--- src/rtl/hdb_pkg.sv ---
package hdb_pkg;
    localparam int AW            = 32;
    localparam int PW            = 4;
    localparam int MAXW          = 8;
    localparam int POSW          = $clog2(MAXW);
    localparam int WAYW          = 2;
    localparam int GRANW         = 3;
    localparam int GRAN_MIN      = 8;
    localparam int MAX_WAYS_CODE = 3;
    localparam int MAX_GRAN_CODE = 6;

    typedef enum logic [2:0] {
        OP_BASE    = 3'd0,
        OP_SIZE    = 3'd1,
        OP_WAYS    = 3'd2,
        OP_GRAN    = 3'd3,
        OP_TGT     = 3'd4,
        OP_COMMIT  = 3'd5,
        OP_DISABLE = 3'd6,
        OP_LOCK    = 3'd7
    } cfg_op_e;

    typedef enum logic [1:0] {
        MODE_NONE  = 2'd0,
        MODE_RAM   = 2'd1,
        MODE_PMEM  = 2'd2,
        MODE_MIXED = 2'd3
    } dec_mode_e;

    typedef struct packed {
        logic [AW-1:0]      base;
        logic [AW-1:0]      size;
        logic [WAYW-1:0]    ways;
        logic [GRANW-1:0]   gran;
        logic [MAXW*PW-1:0] tgt;
        logic               commit;
        logic               lock;
    } dec_cfg_t;
endpackage

--- src/rtl/hdb_cfg.sv ---
module hdb_cfg
    import hdb_pkg::*;
#(
    parameter int NUM_DEC = 4,
    parameter int IW      = 2,
    parameter int CW      = 3
) (
    input  logic                         clk,
    input  logic                         rst_n,
    input  logic                         bus_rst,
    input  logic                         cfg_valid,
    input  logic [IW-1:0]                cfg_idx,
    input  logic [2:0]                   cfg_op,
    input  logic [AW-1:0]                cfg_data,
    output logic                         cfg_done,
    output logic                         cfg_ok,
    output dec_cfg_t [NUM_DEC-1:0]       dec_cfg,
    output logic [NUM_DEC-1:0][AW-1:0]   dec_dbase,
    output logic [CW-1:0]                commit_cnt
);
    typedef struct packed {
        dec_cfg_t [NUM_DEC-1:0] dec;
        logic [CW-1:0]          cnt;
        logic                   done;
        logic                   ok;
    } cfg_state_t;

    cfg_state_t st_d, st_q;
    dec_cfg_t   cur;
    logic       in_range, frozen, prev_sized, next_free;
    logic [AW-1:0] acc;

    always_comb begin
        st_d       = st_q;
        st_d.done  = cfg_valid;
        st_d.ok    = 1'b0;
        in_range   = (int'(cfg_idx) < NUM_DEC);
        cur        = st_q.dec[cfg_idx];
        frozen     = cur.commit | cur.lock;
        prev_sized = (cfg_idx == '0) || (st_q.dec[cfg_idx - IW'(1)].size != '0);
        next_free  = (int'(cfg_idx) == NUM_DEC - 1) ||
                     (st_q.dec[cfg_idx + IW'(1)].size == '0);

        if (cfg_valid && in_range) begin
            case (cfg_op_e'(cfg_op))
                OP_BASE: if (!frozen) begin
                    st_d.dec[cfg_idx].base = cfg_data;
                    st_d.ok = 1'b1;
                end
                OP_SIZE: if (!frozen && (((cfg_data != '0) && prev_sized) ||
                                         ((cfg_data == '0) && next_free))) begin
                    st_d.dec[cfg_idx].size = cfg_data;
                    st_d.ok = 1'b1;
                end
                OP_WAYS: if (!frozen && (cfg_data <= AW'(MAX_WAYS_CODE))) begin
                    st_d.dec[cfg_idx].ways = cfg_data[WAYW-1:0];
                    st_d.ok = 1'b1;
                end
                OP_GRAN: if (!frozen && (cfg_data <= AW'(MAX_GRAN_CODE))) begin
                    st_d.dec[cfg_idx].gran = cfg_data[GRANW-1:0];
                    st_d.ok = 1'b1;
                end
                OP_TGT: if (!frozen) begin
                    st_d.dec[cfg_idx].tgt[int'(cfg_data[POSW-1:0])*PW +: PW] =
                        cfg_data[POSW +: PW];
                    st_d.ok = 1'b1;
                end
                OP_COMMIT: if (!cur.commit && (cur.size != '0) &&
                               (st_q.cnt == CW'(cfg_idx))) begin
                    st_d.dec[cfg_idx].commit = 1'b1;
                    st_d.cnt = st_q.cnt + CW'(1);
                    st_d.ok  = 1'b1;
                end
                OP_DISABLE: if (cur.commit && !cur.lock &&
                                (st_q.cnt == CW'(cfg_idx) + CW'(1))) begin
                    st_d.dec[cfg_idx].commit = 1'b0;
                    st_d.cnt = st_q.cnt - CW'(1);
                    st_d.ok  = 1'b1;
                end
                OP_LOCK: if (cur.commit) begin
                    st_d.dec[cfg_idx].lock = 1'b1;
                    st_d.ok = 1'b1;
                end
                default: ;
            endcase
        end

        if (bus_rst) begin
            st_d = '0;
        end
    end

    always_ff @(posedge clk or negedge rst_n) begin
        if (!rst_n) st_q <= '0;
        else        st_q <= st_d;
    end

    // Device ranges are packed back to back in decoder order.
    always_comb begin
        acc = '0;
        for (int i = 0; i < NUM_DEC; i++) begin
            dec_dbase[i] = acc;
            acc = acc + (st_q.dec[i].size >> st_q.dec[i].ways);
        end
    end

    assign dec_cfg    = st_q.dec;
    assign commit_cnt = st_q.cnt;
    assign cfg_done   = st_q.done;
    assign cfg_ok     = st_q.ok;
endmodule

--- src/rtl/hdb_xlate.sv ---
module hdb_xlate
    import hdb_pkg::*;
(
    input  dec_cfg_t       cfg,
    input  logic [AW-1:0]  dbase,
    input  logic [AW-1:0]  part_bound,
    input  logic [AW-1:0]  addr,
    output logic           hit,
    output logic [PW-1:0]  port,
    output logic [AW-1:0]  dpa,
    output logic [1:0]     mode
);
    logic [AW-1:0]   off, low, high;
    logic [5:0]      gsh;
    logic [POSW-1:0] pos, pos_mask;
    logic [AW:0]     span_end;

    always_comb begin
        off      = addr - cfg.base;
        gsh      = 6'(GRAN_MIN) + 6'(cfg.gran);
        hit      = cfg.commit && (addr >= cfg.base) && (off < cfg.size);
        pos_mask = (POSW'(1) << cfg.ways) - POSW'(1);
        pos      = POSW'(off >> gsh) & pos_mask;
        low      = off & ((AW'(1) << gsh) - AW'(1));
        high     = off >> (gsh + 6'(cfg.ways));
        dpa      = dbase + ((high << gsh) | low);
        port     = cfg.tgt[int'(pos)*PW +: PW];

        span_end = {1'b0, dbase} + {1'b0, (cfg.size >> cfg.ways)};
        if (!cfg.commit)                      mode = MODE_NONE;
        else if (span_end <= {1'b0, part_bound}) mode = MODE_RAM;
        else if (dbase >= part_bound)         mode = MODE_PMEM;
        else                                  mode = MODE_MIXED;
    end
endmodule

--- src/rtl/hdb_pick.sv ---
module hdb_pick
    import hdb_pkg::*;
#(
    parameter int NUM_DEC = 4,
    parameter int IW      = 2
) (
    input  logic                       clk,
    input  logic                       rst_n,
    input  logic                       req_valid,
    input  logic [NUM_DEC-1:0]         hit,
    input  logic [NUM_DEC-1:0][PW-1:0] port,
    input  logic [NUM_DEC-1:0][AW-1:0] dpa,
    output logic                       rsp_valid,
    output logic                       rsp_hit,
    output logic                       rsp_miss,
    output logic [IW-1:0]              rsp_dec,
    output logic [PW-1:0]              rsp_port,
    output logic [AW-1:0]              rsp_dpa
);
    typedef struct packed {
        logic          valid;
        logic          hit;
        logic [IW-1:0] dec;
        logic [PW-1:0] port;
        logic [AW-1:0] dpa;
    } rsp_state_t;

    rsp_state_t st_d, st_q;

    always_comb begin
        st_d       = '0;
        st_d.valid = req_valid;
        if (req_valid) begin
            for (int i = NUM_DEC - 1; i >= 0; i--) begin
                if (hit[i]) begin
                    st_d.hit  = 1'b1;
                    st_d.dec  = IW'(i);
                    st_d.port = port[i];
                    st_d.dpa  = dpa[i];
                end
            end
        end
    end

    always_ff @(posedge clk or negedge rst_n) begin
        if (!rst_n) st_q <= '0;
        else        st_q <= st_d;
    end

    assign rsp_valid = st_q.valid;
    assign rsp_hit   = st_q.hit;
    assign rsp_miss  = st_q.valid & ~st_q.hit;
    assign rsp_dec   = st_q.dec;
    assign rsp_port  = st_q.port;
    assign rsp_dpa   = st_q.dpa;
endmodule

--- src/rtl/hdb_decode_bank.sv ---
module hdb_decode_bank
    import hdb_pkg::*;
#(
    parameter int NUM_DEC = 4,
    localparam int IW = (NUM_DEC > 1) ? $clog2(NUM_DEC) : 1,
    localparam int CW = $clog2(NUM_DEC + 1)
) (
    input  logic                 clk,
    input  logic                 rst_n,
    input  logic                 bus_rst,
    input  logic                 cfg_valid,
    input  logic [IW-1:0]        cfg_idx,
    input  logic [2:0]           cfg_op,
    input  logic [AW-1:0]        cfg_data,
    output logic                 cfg_done,
    output logic                 cfg_ok,
    input  logic [AW-1:0]        part_bound,
    input  logic                 req_valid,
    input  logic [AW-1:0]        req_addr,
    output logic                 rsp_valid,
    output logic                 rsp_hit,
    output logic                 rsp_miss,
    output logic [IW-1:0]        rsp_dec,
    output logic [PW-1:0]        rsp_port,
    output logic [AW-1:0]        rsp_dpa,
    output logic [NUM_DEC-1:0]   dec_committed,
    output logic [NUM_DEC-1:0]   dec_locked,
    output logic [CW-1:0]        commit_count,
    output logic                 dev_active,
    output logic [2*NUM_DEC-1:0] dec_mode
);
    dec_cfg_t [NUM_DEC-1:0]       dec_cfg;
    logic [NUM_DEC-1:0][AW-1:0]   dec_dbase;
    logic [NUM_DEC-1:0]           win_hit;
    logic [NUM_DEC-1:0][PW-1:0]   win_port;
    logic [NUM_DEC-1:0][AW-1:0]   win_dpa;

    hdb_cfg #(.NUM_DEC(NUM_DEC), .IW(IW), .CW(CW)) u_cfg (
        .clk        (clk),
        .rst_n      (rst_n),
        .bus_rst    (bus_rst),
        .cfg_valid  (cfg_valid),
        .cfg_idx    (cfg_idx),
        .cfg_op     (cfg_op),
        .cfg_data   (cfg_data),
        .cfg_done   (cfg_done),
        .cfg_ok     (cfg_ok),
        .dec_cfg    (dec_cfg),
        .dec_dbase  (dec_dbase),
        .commit_cnt (commit_count)
    );

    for (genvar i = 0; i < NUM_DEC; i++) begin : g_dec
        hdb_xlate u_xlate (
            .cfg        (dec_cfg[i]),
            .dbase      (dec_dbase[i]),
            .part_bound (part_bound),
            .addr       (req_addr),
            .hit        (win_hit[i]),
            .port       (win_port[i]),
            .dpa        (win_dpa[i]),
            .mode       (dec_mode[2*i +: 2])
        );
        assign dec_committed[i] = dec_cfg[i].commit;
        assign dec_locked[i]    = dec_cfg[i].lock;
    end

    assign dev_active = |dec_committed;

    hdb_pick #(.NUM_DEC(NUM_DEC), .IW(IW)) u_pick (
        .clk       (clk),
        .rst_n     (rst_n),
        .req_valid (req_valid),
        .hit       (win_hit),
        .port      (win_port),
        .dpa       (win_dpa),
        .rsp_valid (rsp_valid),
        .rsp_hit   (rsp_hit),
        .rsp_miss  (rsp_miss),
        .rsp_dec   (rsp_dec),
        .rsp_port  (rsp_port),
        .rsp_dpa   (rsp_dpa)
    );
endmodule

--- config.mk ---
export PLATFORM = sky130hd
export DESIGN_NAME = hdb_decode_bank
export DESIGN_NICKNAME = d
export VERILOG_FILES = /design/src/rtl/hdb_pkg.sv /design/src/rtl/hdb_cfg.sv /design/src/rtl/hdb_xlate.sv /design/src/rtl/hdb_pick.sv /design/src/rtl/hdb_decode_bank.sv
export SDC_FILE = /design/constraint.sdc
export NUM_CORES = 2
export LEC_CHECK = 0
export ABC_AREA = 0
export BUFFER_PORTS_ARGS = -buffer_cell sky130_fd_sc_hd__buf_2
export CAP_MARGIN = 20
export CORE_MARGIN = 2
export CORE_UTILIZATION = 60
export DETAILED_ROUTE_END_ITERATION = 12
export MAX_ROUTING_LAYER = met4
export PLACE_DENSITY_LB_ADDON = 0.2
export RECOVER_POWER = 25
export SLEW_MARGIN = 15
export SYNTH_ARGS = -nofsm -noshare
export SYNTH_HDL_FRONTEND = slang
export SYNTH_HIERARCHICAL = 1
export SYNTH_SLANG_ARGS = --single-unit
--- constraint.sdc ---
create_clock -name clk -period 15.2 [get_ports clk]
set_clock_uncertainty 0.1 [all_clocks]
set_input_delay 3.04 -clock clk [delete_from_list [all_inputs] [get_ports clk]]
set_output_delay 3.04 -clock clk [all_outputs]
set_load 0.01 [all_outputs]
== Yosys cells after proc, flatten, opt, wreduce, memory -nomap -nowiden ==
Cells that the tools add are included.
Cells by class
  add/subtract/negate cells: 34
  $lt $le $gt $ge: 22
  eq/ne operators: 18
  shifts and indexed selects: 30
  muxes and demuxes: 66
  bitwise gates (word level): 15
  reduce and logical (&&, ||, !) cells: 37
Operator list (number)
  412-bit bitwise mux: 8
  412-bit case mux with 8 select lines: 1
  412-bit two-way mux: 6
  103-bit demux with 2-bit select: 7
  415-bit two-way mux: 3
  103-bit binary-select mux with 2-bit select: 3
  417-bit two-way mux: 1
  71-bit two-way mux: 4
  39-bit two-way mux: 6
  32-bit greater-or-equal comparator: 7
  32-bit adder: 5
  32-bit bitwise AND: 4
  32-bit < comparator: 4
  32-bit bitwise OR: 4
  32-bit by 6-bit indexed part select with 4-bit output: 4
  1-bit by 6-bit << shifter with 32-bit output, first input constant: 4
  32-bit by 6-bit << shifter with 32-bit output: 4
  32-bit by 2-bit right shift with 32-bit output: 4
  32-bit by 6-bit right shift with 3-bit output: 4
  32-bit by 6-bit right shift with 32-bit output: 4
  32-bit by 1-bit subtractor with 32-bit output, second input constant: 4
  32-bit subtractor: 4
  103-bit two-way mux: 1
  32-bit by 32-bit adder with 33-bit output: 3
  50 further kinds: 123
Word-level totals
  flip-flop bits (word level): 457
  input bits: 106
  output and inout port bits: 63

== Logic depth before layout (Yosys ltp) ==
  depth after elaboration: 12
  gate-level depth with buffers: 45
  mapped depth without buffers: 44

== Cells and area by module ==
Netlist, hierarchy kept.
By module, submodules not included
  hdb_xlate at g_dec[0].u_xlate ...: instances 3, cells an instance 1501, area an instance 11432.2 sq um, sequential area each 0.0 sq um
  hdb_cfg: instances 1, cells an instance 2017, area an instance 22424.0 sq um, sequential area each 10435.0 sq um
  hdb_xlate at g_dec[3].u_xlate: instances 1, cells an instance 1669, area an instance 12401.9 sq um, sequential area each 0.0 sq um
  hdb_pick: instances 1, cells an instance 216, area an instance 2200.9 sq um, sequential area each 1001.0 sq um
  hdb_decode_bank: instances 1, cells an instance 1, area an instance 7.5 sq um, sequential area each 0.0 sq um

== Worst setup path before layout ==
No wires, ideal clock.
  path kind: register -> output
  start point: register u_cfg.st_q (netlist bit u_cfg/dec_cfg[37])
  end point: output dec_mode[6]
  arrival time: 8617 ps
  data required time: 12060 ps
  slack: 3443 ps
  cell stages (with the launch flop): 36
  path buffers: 3
  cells stage by stage: dfrtp_1 clkbuf_1 buf_1 clkbuf_1 mux2i_1 mux2i_1 ha_1 a21oi_1 nand2_1 o31a_4 a2111oi_0 nor2_1 xnor2_1 ha_1 a21o_1 a31oi_1 nand2_1 xor2_1 ha_1 a21o_1 a21o_1 a21oi_1 nand2b_1 inv_1 a311o_1 a21oi_1 xnor2_1 ha_1 o21ai_0 nand2b_1 a2111oi_0 o21ai_0 a221oi_1 nand2_1 a41o_1 a21boi_0
RTL lines
  start, declared: RTL line hdb_cfg.sv:28  | cfg_state_t st_d, st_q;
  start signal, assigned: RTL line hdb_cfg.sv:95  | else st_q <= st_d;
  end, declared: RTL line hdb_decode_bank.sv:30  | output logic [2*NUM_DEC-1:0] dec_mode

==> impl_metrics.tcl <==
set metrics [dict create \
    cts_root_buffer "clkbuf_16" \
    power_mw 4.42 \
    cts_setup_buffers 0 \
    place_congestion 1.11 \
    cp-end-kind "output port" \
    synthFlopType "dfrtp_1" \
    powerDensity_nw_per_um2 58.8 \
    die_h_um 349 \
    htree_levels 2 \
    hp-start "u_cfg/dec_cfg[115]" \
    cts_repair_resize_count 0 \
    syn_inst 8406 \
    coreArea_um2 118000 \
    holdPathStages 1 \
    grt_usage_pct 51.1 \
    drt_wl_total_um 313000 \
    dieWidth_um 349 \
    layout.nets 9305 \
    ys_seq_area_share_pct 16.0 \
    io_pins 169 \
    irDropWorstVdd_uv 109 \
    rsz0062_at_grt "no" \
    worst_ep_arrival_time_ns 10.35 \
    grt_pass1_vias 67200 \
    drc_errors 0 \
    grt_overflow 0 \
    hold_violations 0 \
    cpMostUsedCell "ha_1" \
    insertion_delay_ns 0.71 \
    cp.required_ns 12.06 \
    vias_per_cell 7.44 \
    fmax_ghz 0.0741 \
    min_path_type "flip-flop to flip-flop" \
    p_clk_share_pct 31.3 \
    drtPass1Iterations 9 \
    fin_setup_tns_ns 0 \
    synth_warnings 6 \
    max-slew-margin-rel_pct -307 \
    timing.rr.end "u_pick/rsp_dpa[31]" \
    async_reset_ff_share_pct 100 \
    dieArea_um2 122000 \
    critPathKind "flip-flop to output port" \
    seqPwrFrac_pct 27.9 \
    drv_slew 335 \
    clkTransAtPathRegs_ns 0.06 \
    first_iter_violations 11100 \
    drtAntennaViolNets 0 \
    cts_tree "done" \
    p_switching_mw 1.84 \
    grt_max_degree 161 \
    ys_types 127 \
    r2r_cells 26 \
    layout-drive-gt1-share_pct 11.5 \
    p_comb_share_pct 40.9 \
    cts_max_path_buffers 3 \
    cts_buffers 53 \
    wire_per_inst_um 31.4 \
    start_util_pct 60.5 \
    leakagePower_nw 34.4 \
    syn_area_um2 71300 \
    path_max_fanout 53 \
    dp_hpwl_um 242000 \
    num_vias 74000 \
    tightest_slew_ns 6.11 \
    syn_area_per_cell_um2 8.49 \
    cpMaxStageDelayCell "a2111oi_1" \
    cap_violations 3 \
    slowest_delay_ns 1.07 \
    reg2reg_from "u_cfg/dec_cfg[380]" \
    startpoint_type "flip-flop" \
    status "finished, violations left" \
    port_buffers 168 \
    hold_end "u_cfg/dec_cfg[115]" \
    intPower_mw 2.58 \
    fin_crit_sh_pct 88.7 \
    post-route-min-period_ns 13.49 \
    ys_ff_latch 457 \
    violations "capacitance limit, slew limit" \
    power_switching_share_pct 41.6 \
    rrSetupSlack_ns 5.71 \
    synth_edf_count 0 \
    setup_viol 0 \
    row_count 126 \
    area_growth_syn_to_layout_pct 5.49 \
    antenna_found_initial 30 \
    grt_pass1_wl_um 449000 \
    clock-sinks 457 \
    postCtsHoldBufs 0 \
]
synth_stat cells, types with 70 or more instances:
master,count,area [µm²]
a21o_1,273,2050
nor2_1,511,1920
mux2i_1,307,3070
buf_1,75,282
a31oi_1,72,450
o21ai_1,91,455
mux2_2,83,935
nand2b_1,92,576
nand4_1,152,951
o211ai_1,100,751
buf_2,71,355
dfrtp_1,457,11400
nor2b_1,112,701
xnor2_1,272,2380
inv_1,594,2230
a22o_1,343,3000
nand2_1,529,1990
nand3_1,141,706
xor2_1,95,832
o21ai_0,396,1980
a211oi_1,138,1040
nor4_1,84,526
ha_1,865,10800
o21a_1,146,1100
a21oi_1,583,2920
o21bai_1,84,631
mux4_2,282,6350
clkbuf_1,288,1080
nor3_1,167,836
and3_1,70,438
how the worst max path moves through the flow:
stage	from	cells after the start	end	slack, ns
final	u_cfg/dec_cfg[38]	33	dec_mode[6]	1.71
after global routing	u_cfg/dec_cfg[37]	38	dec_mode[6]	0.90
after CTS	u_cfg/dec_cfg[37]	38	dec_mode[6]	1.76
after detailed placement	u_cfg/dec_cfg[37]	40	dec_mode[6]	2.50
after global placement	u_cfg/dec_cfg[37]	38	dec_mode[6]	2.63
after floorplan	u_cfg/dec_cfg[37]	35	dec_mode[6]	3.44
routing by layer:
layer / part of all wire, % / up-vias / wire length [µm] / global-route usage (%)
met5: 0 / - / 0 / -
met4: 8.7 / 0 / 27300 / 35.5
met3: 15 / 1162 / 47100 / 19.9
met2: 39 / 5468 / 121000 / 66.3
met1: 37 / 35500 / 117000 / 64.2
li1: - / 31900 / - / -
flip-flops by register name (all words and copies together) (netlist names):
name              count
u_cfg/dec_cfg       412
u_pick/rsp_dpa       32
u_pick/rsp_port       4
u_cfg/commit_cnt      3
u_pick/rsp_dec        2
u_cfg/cfg_done        1
u_cfg/cfg_ok          1
u_pick/rsp_hit        1
u_pick/rsp_valid      1
power by group through the flow:
stage	registers [mW]	logic, mW	clock network [mW]
global placement	1.25	1.65	0
global route	1.23	1.88	1.43
floorplan	1.25	1.07	0
finish	1.23	1.81	1.38
CTS	1.23	1.68	1.38
detailed placement	1.25	1.67	0
logic make-up (layout without fill, tap and decap cells):
family | after synthesis | after routing | share of synthesized area [%]
AO/OA/AOI/OAI | 2801 | 2801 | 28.0
AND/OR/NAND/NOR | 2116 | 2116 | 14.8
buffers and inverters | 1096 | 1016 | 6.20
adder cells (fa/ha/maj) | 884 | 884 | 15.7
multiplexers | 678 | 678 | 14.6
flip-flops | 457 | 457 | 16.0
XOR/XNOR | 373 | 373 | 4.69
other | 1 | 90 | 0.00526
critical path: cells and delay by family, from the launching register on:
| family | cells | cell delay, ns |
|---|---|---|
| AOI/OAI and AO/OA | 16 | 4.73 |
| adders and majority gates | 4 | 1.33 |
| buffers and inverters | 3 | 0.87 |
| xor gates and xnor gates | 3 | 0.78 |
| and+or+nand+nor | 6 | 0.73 |
| DFF | 1 | 0.67 |
| muxes | 1 | 0.57 |
metrics by stage:
stage                     hold slack, ns  setup WS (ns)  instance area [µm²]  utilization, %  std cells
after floorplan                    0.351           3.44                71400               -       8437
after detailed placement           0.375           2.50                73200            62.1       9788
after CTS                          0.391           1.76                75000            63.6       9885
after global placement             0.372           2.63                73200            62.1       9787
after global routing               0.401          0.900                75200            63.8       9933
final                              0.393           1.71                75200            63.8       9951
layout by cell type (no fill, tap or decap), types with 92 or more instances in the layout:
master	Yosys	final
xnor2_1	272	272
nor2b_1	112	111
buf_4	37	128
mux2i_1	307	307
nor2_1	511	510
a21o_1	273	273
nand4_1	152	152
ha_1	865	862
a21oi_1	583	579
nand3_1	141	141
a211oi_1	138	138
buf_2	71	167
nand2_1	529	529
nand2b_1	92	92
inv_1	594	593
a22o_1	343	343
o21ai_0	396	396
o211ai_1	100	100
o21a_1	146	146
dfrtp_1	457	449
mux4_2	282	282
xor2_1	95	95
nor3_1	167	163
layout make-up:
cell class                 count  area (µm²)
timing repair buffer         307        1910
tap                         1536        1920
antenna                       58         145
inverter                     612        2300
multi-input combinational   6884       55700
clock buffer                  62        1390
clock inverter                35         428
sequential                   457       11500
fill                       10200       42700
(Power assumes the default switching activity.)
